## src/rtl/alu_pkg.sv

```systemverilog
package alu_pkg;

    typedef enum logic [3:0] {
        OP_AND = 4'b0000,
        OP_OR  = 4'b0001,
        OP_ADD = 4'b0010,
        OP_SUB = 4'b0110,
        OP_SLT = 4'b0111,
        OP_NOR = 4'b1100,
        OP_XOR = 4'b1101
    } alu_op_e;

    typedef enum logic [2:0] {
        SEL_AND  = 3'd0,
        SEL_OR   = 3'd1,
        SEL_SUM  = 3'd2,
        SEL_LESS = 3'd3,
        SEL_NOR  = 3'd4,
        SEL_XOR  = 3'd5,
        SEL_NONE = 3'd6
    } cell_sel_e;

endpackage

```

## src/rtl/alu_op_decode.sv

```systemverilog
module alu_op_decode
    import alu_pkg::*;
(
    input  logic [3:0] op_i,
    output cell_sel_e  sel_o,
    output logic       invert_b_o,
    output logic       is_arith_o
);
    always_comb begin
        // bit 2 of the code is the invert-B / carry-in control
        invert_b_o = op_i[2];
        is_arith_o = 1'b0;
        unique case (op_i)
            OP_AND:  sel_o = SEL_AND;
            OP_OR:   sel_o = SEL_OR;
            OP_ADD:  begin sel_o = SEL_SUM; is_arith_o = 1'b1; end
            OP_SUB:  begin sel_o = SEL_SUM; is_arith_o = 1'b1; end
            OP_SLT:  sel_o = SEL_LESS;
            OP_NOR:  sel_o = SEL_NOR;
            OP_XOR:  sel_o = SEL_XOR;
            default: sel_o = SEL_NONE;
        endcase
    end

    always_comb begin
        if (is_arith_o) begin
            a_r1_arith_code: assert (op_i == OP_ADD || op_i == OP_SUB);
        end
    end
endmodule

```

## src/rtl/alu_bit_cell.sv

```systemverilog
module alu_bit_cell
    import alu_pkg::*;
(
    input  logic      a_i,
    input  logic      b_i,
    input  logic      cin_i,
    input  logic      less_i,
    input  logic      invert_b_i,
    input  cell_sel_e sel_i,
    output logic      sum_o,
    output logic      cout_o,
    output logic      res_o
);
    logic bx;

    always_comb begin
        bx     = b_i ^ invert_b_i;
        sum_o  = a_i ^ bx ^ cin_i;
        cout_o = (a_i & bx) | (a_i & cin_i) | (bx & cin_i);
        unique case (sel_i)
            SEL_AND:  res_o = a_i & b_i;
            SEL_OR:   res_o = a_i | b_i;
            SEL_SUM:  res_o = sum_o;
            SEL_LESS: res_o = less_i;
            SEL_NOR:  res_o = ~(a_i | b_i);
            SEL_XOR:  res_o = a_i ^ b_i;
            default:  res_o = 1'b0;
        endcase
    end
endmodule

```

## src/rtl/alu_flag_unit.sv

```systemverilog
module alu_flag_unit #(
    parameter int WIDTH = 32
) (
    input  logic [WIDTH-1:0] result_i,
    input  logic             carry_into_msb_i,
    input  logic             carry_out_msb_i,
    input  logic             sum_msb_i,
    input  logic             is_arith_i,
    input  logic             unsigned_i,
    output logic             set_o,
    output logic             ovf_o,
    output logic             zero_o
);
    logic raw_ovf;

    always_comb begin
        raw_ovf = carry_into_msb_i ^ carry_out_msb_i;
        // signed less-than stays correct when the subtraction overflows
        set_o   = sum_msb_i ^ raw_ovf;
        ovf_o   = raw_ovf & is_arith_i & ~unsigned_i;
        zero_o  = ~|result_i;
    end
endmodule

```

## src/rtl/rc_alu.sv

```systemverilog
module rc_alu
    import alu_pkg::*;
#(
    parameter int WIDTH = 32
) (
    input  logic [WIDTH-1:0] a_i,
    input  logic [WIDTH-1:0] b_i,
    input  logic [3:0]       op_i,
    input  logic             unsigned_i,
    output logic [WIDTH-1:0] result_o,
    output logic             zero_o,
    output logic             ovf_o
);
    localparam int MSB = WIDTH - 1;

    cell_sel_e        sel;
    logic             invert_b;
    logic             is_arith;
    logic [WIDTH:0]   carry;
    logic [WIDTH-1:0] sum;
    logic [WIDTH-1:0] less;
    logic             set_bit;

    alu_op_decode u_decode (
        .op_i       (op_i),
        .sel_o      (sel),
        .invert_b_o (invert_b),
        .is_arith_o (is_arith)
    );

    assign carry[0] = invert_b;

    generate
        for (genvar i = 0; i < WIDTH; i++) begin : g_cell
            if (i == 0) begin : g_lsb
                assign less[i] = set_bit;
            end else begin : g_upper
                assign less[i] = 1'b0;
            end
            alu_bit_cell u_cell (
                .a_i        (a_i[i]),
                .b_i        (b_i[i]),
                .cin_i      (carry[i]),
                .less_i     (less[i]),
                .invert_b_i (invert_b),
                .sel_i      (sel),
                .sum_o      (sum[i]),
                .cout_o     (carry[i+1]),
                .res_o      (result_o[i])
            );
        end
    endgenerate

    alu_flag_unit #(.WIDTH(WIDTH)) u_flags (
        .result_i         (result_o),
        .carry_into_msb_i (carry[MSB]),
        .carry_out_msb_i  (carry[WIDTH]),
        .sum_msb_i        (sum[MSB]),
        .is_arith_i       (is_arith),
        .unsigned_i       (unsigned_i),
        .set_o            (set_bit),
        .ovf_o            (ovf_o),
        .zero_o           (zero_o)
    );

    always_comb begin
        if (op_i == OP_SLT) begin
            a_r5_slt_upper_zero: assert (result_o[MSB:1] == '0);
        end
        if (unsigned_i) begin
            a_r8_unsigned_no_ovf: assert (!ovf_o);
        end
        if (op_i != OP_ADD && op_i != OP_SUB) begin
            a_r9_no_overflow: assert (!ovf_o);
        end
        if (op_i == OP_SUB && a_i == b_i) begin
            a_r6_equal_zero: assert (zero_o);
        end
        if (op_i == OP_ADD && ovf_o) begin
            a_r7_add_sign: assert (a_i[MSB] == b_i[MSB] && result_o[MSB] != a_i[MSB]);
        end
    end
endmodule

```

## config.mk

```make
export PLATFORM = sky130hd
export DESIGN_NAME = rc_alu
export DESIGN_NICKNAME = d
export VERILOG_FILES = /design/src/rtl/alu_pkg.sv /design/src/rtl/alu_op_decode.sv /design/src/rtl/alu_bit_cell.sv /design/src/rtl/alu_flag_unit.sv /design/src/rtl/rc_alu.sv
export SDC_FILE = /design/constraint.sdc
export NUM_CORES = 1
export LEC_CHECK = 0
export ABC_AREA = 0
export BUFFER_PORTS_ARGS = -buffer_cell sky130_fd_sc_hd__buf_4
export CAP_MARGIN = 25
export CELL_PAD_IN_SITES_DETAIL_PLACEMENT = 0
export CELL_PAD_IN_SITES_GLOBAL_PLACEMENT = 2
export CORE_MARGIN = 3
export CORE_UTILIZATION = 32
export DETAILED_ROUTE_END_ITERATION = 8
export MAX_ROUTING_LAYER = met4
export PLACE_DENSITY = 0.89
export SLEW_MARGIN = 20
export SYNTH_ARGS = -nofsm -noshare
export SYNTH_HDL_FRONTEND = slang
export SYNTH_SLANG_ARGS = --single-unit
```

## constraint.sdc

```tcl
create_clock -name vclk -period 28.5
set_input_delay 5.7 -clock vclk [all_inputs]
set_output_delay 5.7 -clock vclk [all_outputs]
set_load 0.005 [all_outputs]
```

==> metrics <==
switching power total 0.0000381 W; Max-cap violations 0; Peak VDD IR 6.52 uV; Post-DP HPWL 9070 um; worst hold endpoint ovf_o; post-route ant nets 0; FF/Latch Area 0 um2; DIE HEIGHT 114 um; Vias 3,473; share of cells above drive strength 1 0.219; DP Area 4330 um2; CP dominant cell by count fa_1; unrepaired setup endpoints after global routing no; P&R area growth vs syn 16.0%; Post-Route Utilization 0.389; Fin. Hold Viols 0; Mean Syn Cell Area 7.82 um2; # resized after CTS 0; combinational share of power 1.000; area leader, netlist ha_1; drt total wl 11,400 um; initial antenna violation count 0; startpoint types primary input; largest net degree at the start of global routing 42; largest cells by area after synthesis ha_1 (22%), fa_1 (16%), buf_4 (7.2%); CP max FO 41; Setup-failing EPs final 0; Post-CTS Setup Inserts 0; sw frac 0.545; Slowest cell on crit path buf_4; Setup Crit Path Kind in2out; WHS Path Cells 3; slowest stage delay, CP 0.51 ns; Hold Startpoint unsigned_i; Hold WC Path Type in2out; Syn. warnings 0; status complete, no violations; Core Rows 38; Mapped Cells 477; Clock power frac 0; leakage 2.23 nW; Setup crit start op_i[2]; num sequential 0; sequential share of power 0; GRT Resource Usage Total 0.176; CP Capture Type output pin; Crit path required time 22.80 ns; wire per inst 17.2 um; Initial Util 0.335; Hold Buf Count CTS 0; mapped cell area 3730 um2; total grt overflow 0; number of buffers added on ports 103; Final Max Slew Viols 0; crit path time final 25.28 ns; Final Net Count 693; # clk buffers 0; setup TNS 0 ns; most common library cells after synthesis inv_1 (69), ha_1 (67), a21oi_1 (46), nand2_1 (38), buf_4 (36); Cell Pwr Density 16.2 nW/um2; Tcrit/Tclk final 0.887; Placer Congestion 0.872; cell area after layout 4330 um2; die area 13,000 um2; vias in the first global route 3,566; number of distinct library cells after synthesis 47; die width 114 um; Tightest Pin Transition 0.954 ns; IO Pins 103; Synth Net Count 643; Core Footprint 11,100 um2; DR DRC count 0; area share of the largest cell type after synthesis 0.225; Slew headroom 0.364; total internal power 0.0000319 W; ant diodes 0; DRT iter0 DRCs 194; vias per cell 5.22; Arr. time, crit path 19.58 ns; first-pass GRT wire length 18,500 um; most frequent cell after synthesis inv_1; Fmax 39.6 MHz; router iterations before antenna repair 4; register area share after synthesis 0
[power by group through the flow]
stage	registers [W]	clock network, W	logic [W]
3_5_place_dp	0	0	0.0000698
6_report	0	0	0.0000700
5_1_grt	0	0	0.0000794
4_1_cts	0	0	0.0000704
2_1_floorplan	0	0	0.0000446
3_3_place_gp	0	0	0.0000681
[critical path, delay by kind of cell]
kind	cells	cell delay, ns
and+or+nand+nor	4	0.88
xor gates and xnor gates	2	0.39
adders and majority gates	30	11.49
buffers and inverters	4	0.76
AOI/OAI and AO/OA	2	0.35
[area by class of cell]
| class | count | area (um2) |
|---|---|---|
| fill | 1213 | 6800 |
| inverter | 69 | 259 |
| multi-input combinational | 349 | 3090 |
| tap | 140 | 175 |
| timing repair buffer | 107 | 803 |
[logic make-up after synthesis]
kind of cell	after synthesis	share of synthesized area
adder cells (fa/ha/maj)	97	0.386
AND/OR/NAND/NOR	97	0.130
AO/OA/AOI/OAI	94	0.155
multiplexers	27	0.0724
XOR/XNOR	34	0.0818
buffers and inverters	128	0.175
[metal layers]
layer | track usage | vias up | routed length, um
li1 | - | 1675 | -
met1 | 0.255 | 1670 | 5500
met2 | 0.285 | 119 | 5240
met3 | 0.00955 | 9 | 613
met4 | 0.0119 | 0 | 91
met5 | - | - | 0
[placed cells by master, fill, tap and decap left out, drive strengths merged, types with 2 or more instances in the layout]
cell type | Yosys | routed
or4b | 2 | 2
nand4 | 2 | 2
and3 | 2 | 2
nor4 | 10 | 10
xnor2 | 5 | 5
fa | 30 | 30
a221oi | 2 | 2
a31oi | 6 | 6
buf | 56 | 107
o32ai | 2 | 2
o221ai | 7 | 7
a22oi | 4 | 4
nand2 | 38 | 38
and4 | 2 | 2
a21oi | 46 | 46
nor2 | 28 | 28
ha | 67 | 67
xor2 | 29 | 29
nand2b | 2 | 2
a21o | 3 | 3
inv | 69 | 69
o21ai | 2 | 2
o22ai | 18 | 18
mux2i | 27 | 27
[per-stage QoR]
step / std cells / hold slack (ns) / power [W] / setup slack [ns]
after global placement: 665 / 11.64 / 0.0000681 / 3.54
after global routing: 665 / 11.65 / 0.0000794 / 2.67
final: 665 / 11.64 / 0.0000700 / 3.22
after CTS: 665 / 11.64 / 0.0000704 / 3.23
after floorplan: 477 / 11.44 / 0.0000446 / 4.33
after detailed placement: 665 / 11.64 / 0.0000698 / 3.32
[worst max-delay path by stage]
stage | cells after the start | endpoint | slack (ns)
after floorplan | 42 | zero_o | 4.33
final | 42 | zero_o | 3.22
after global placement | 42 | zero_o | 3.54
after CTS | 42 | zero_o | 3.23
after detailed placement | 42 | zero_o | 3.32
after global routing | 42 | zero_o | 2.67
Note: power is estimated with default switching activity, not from simulation.
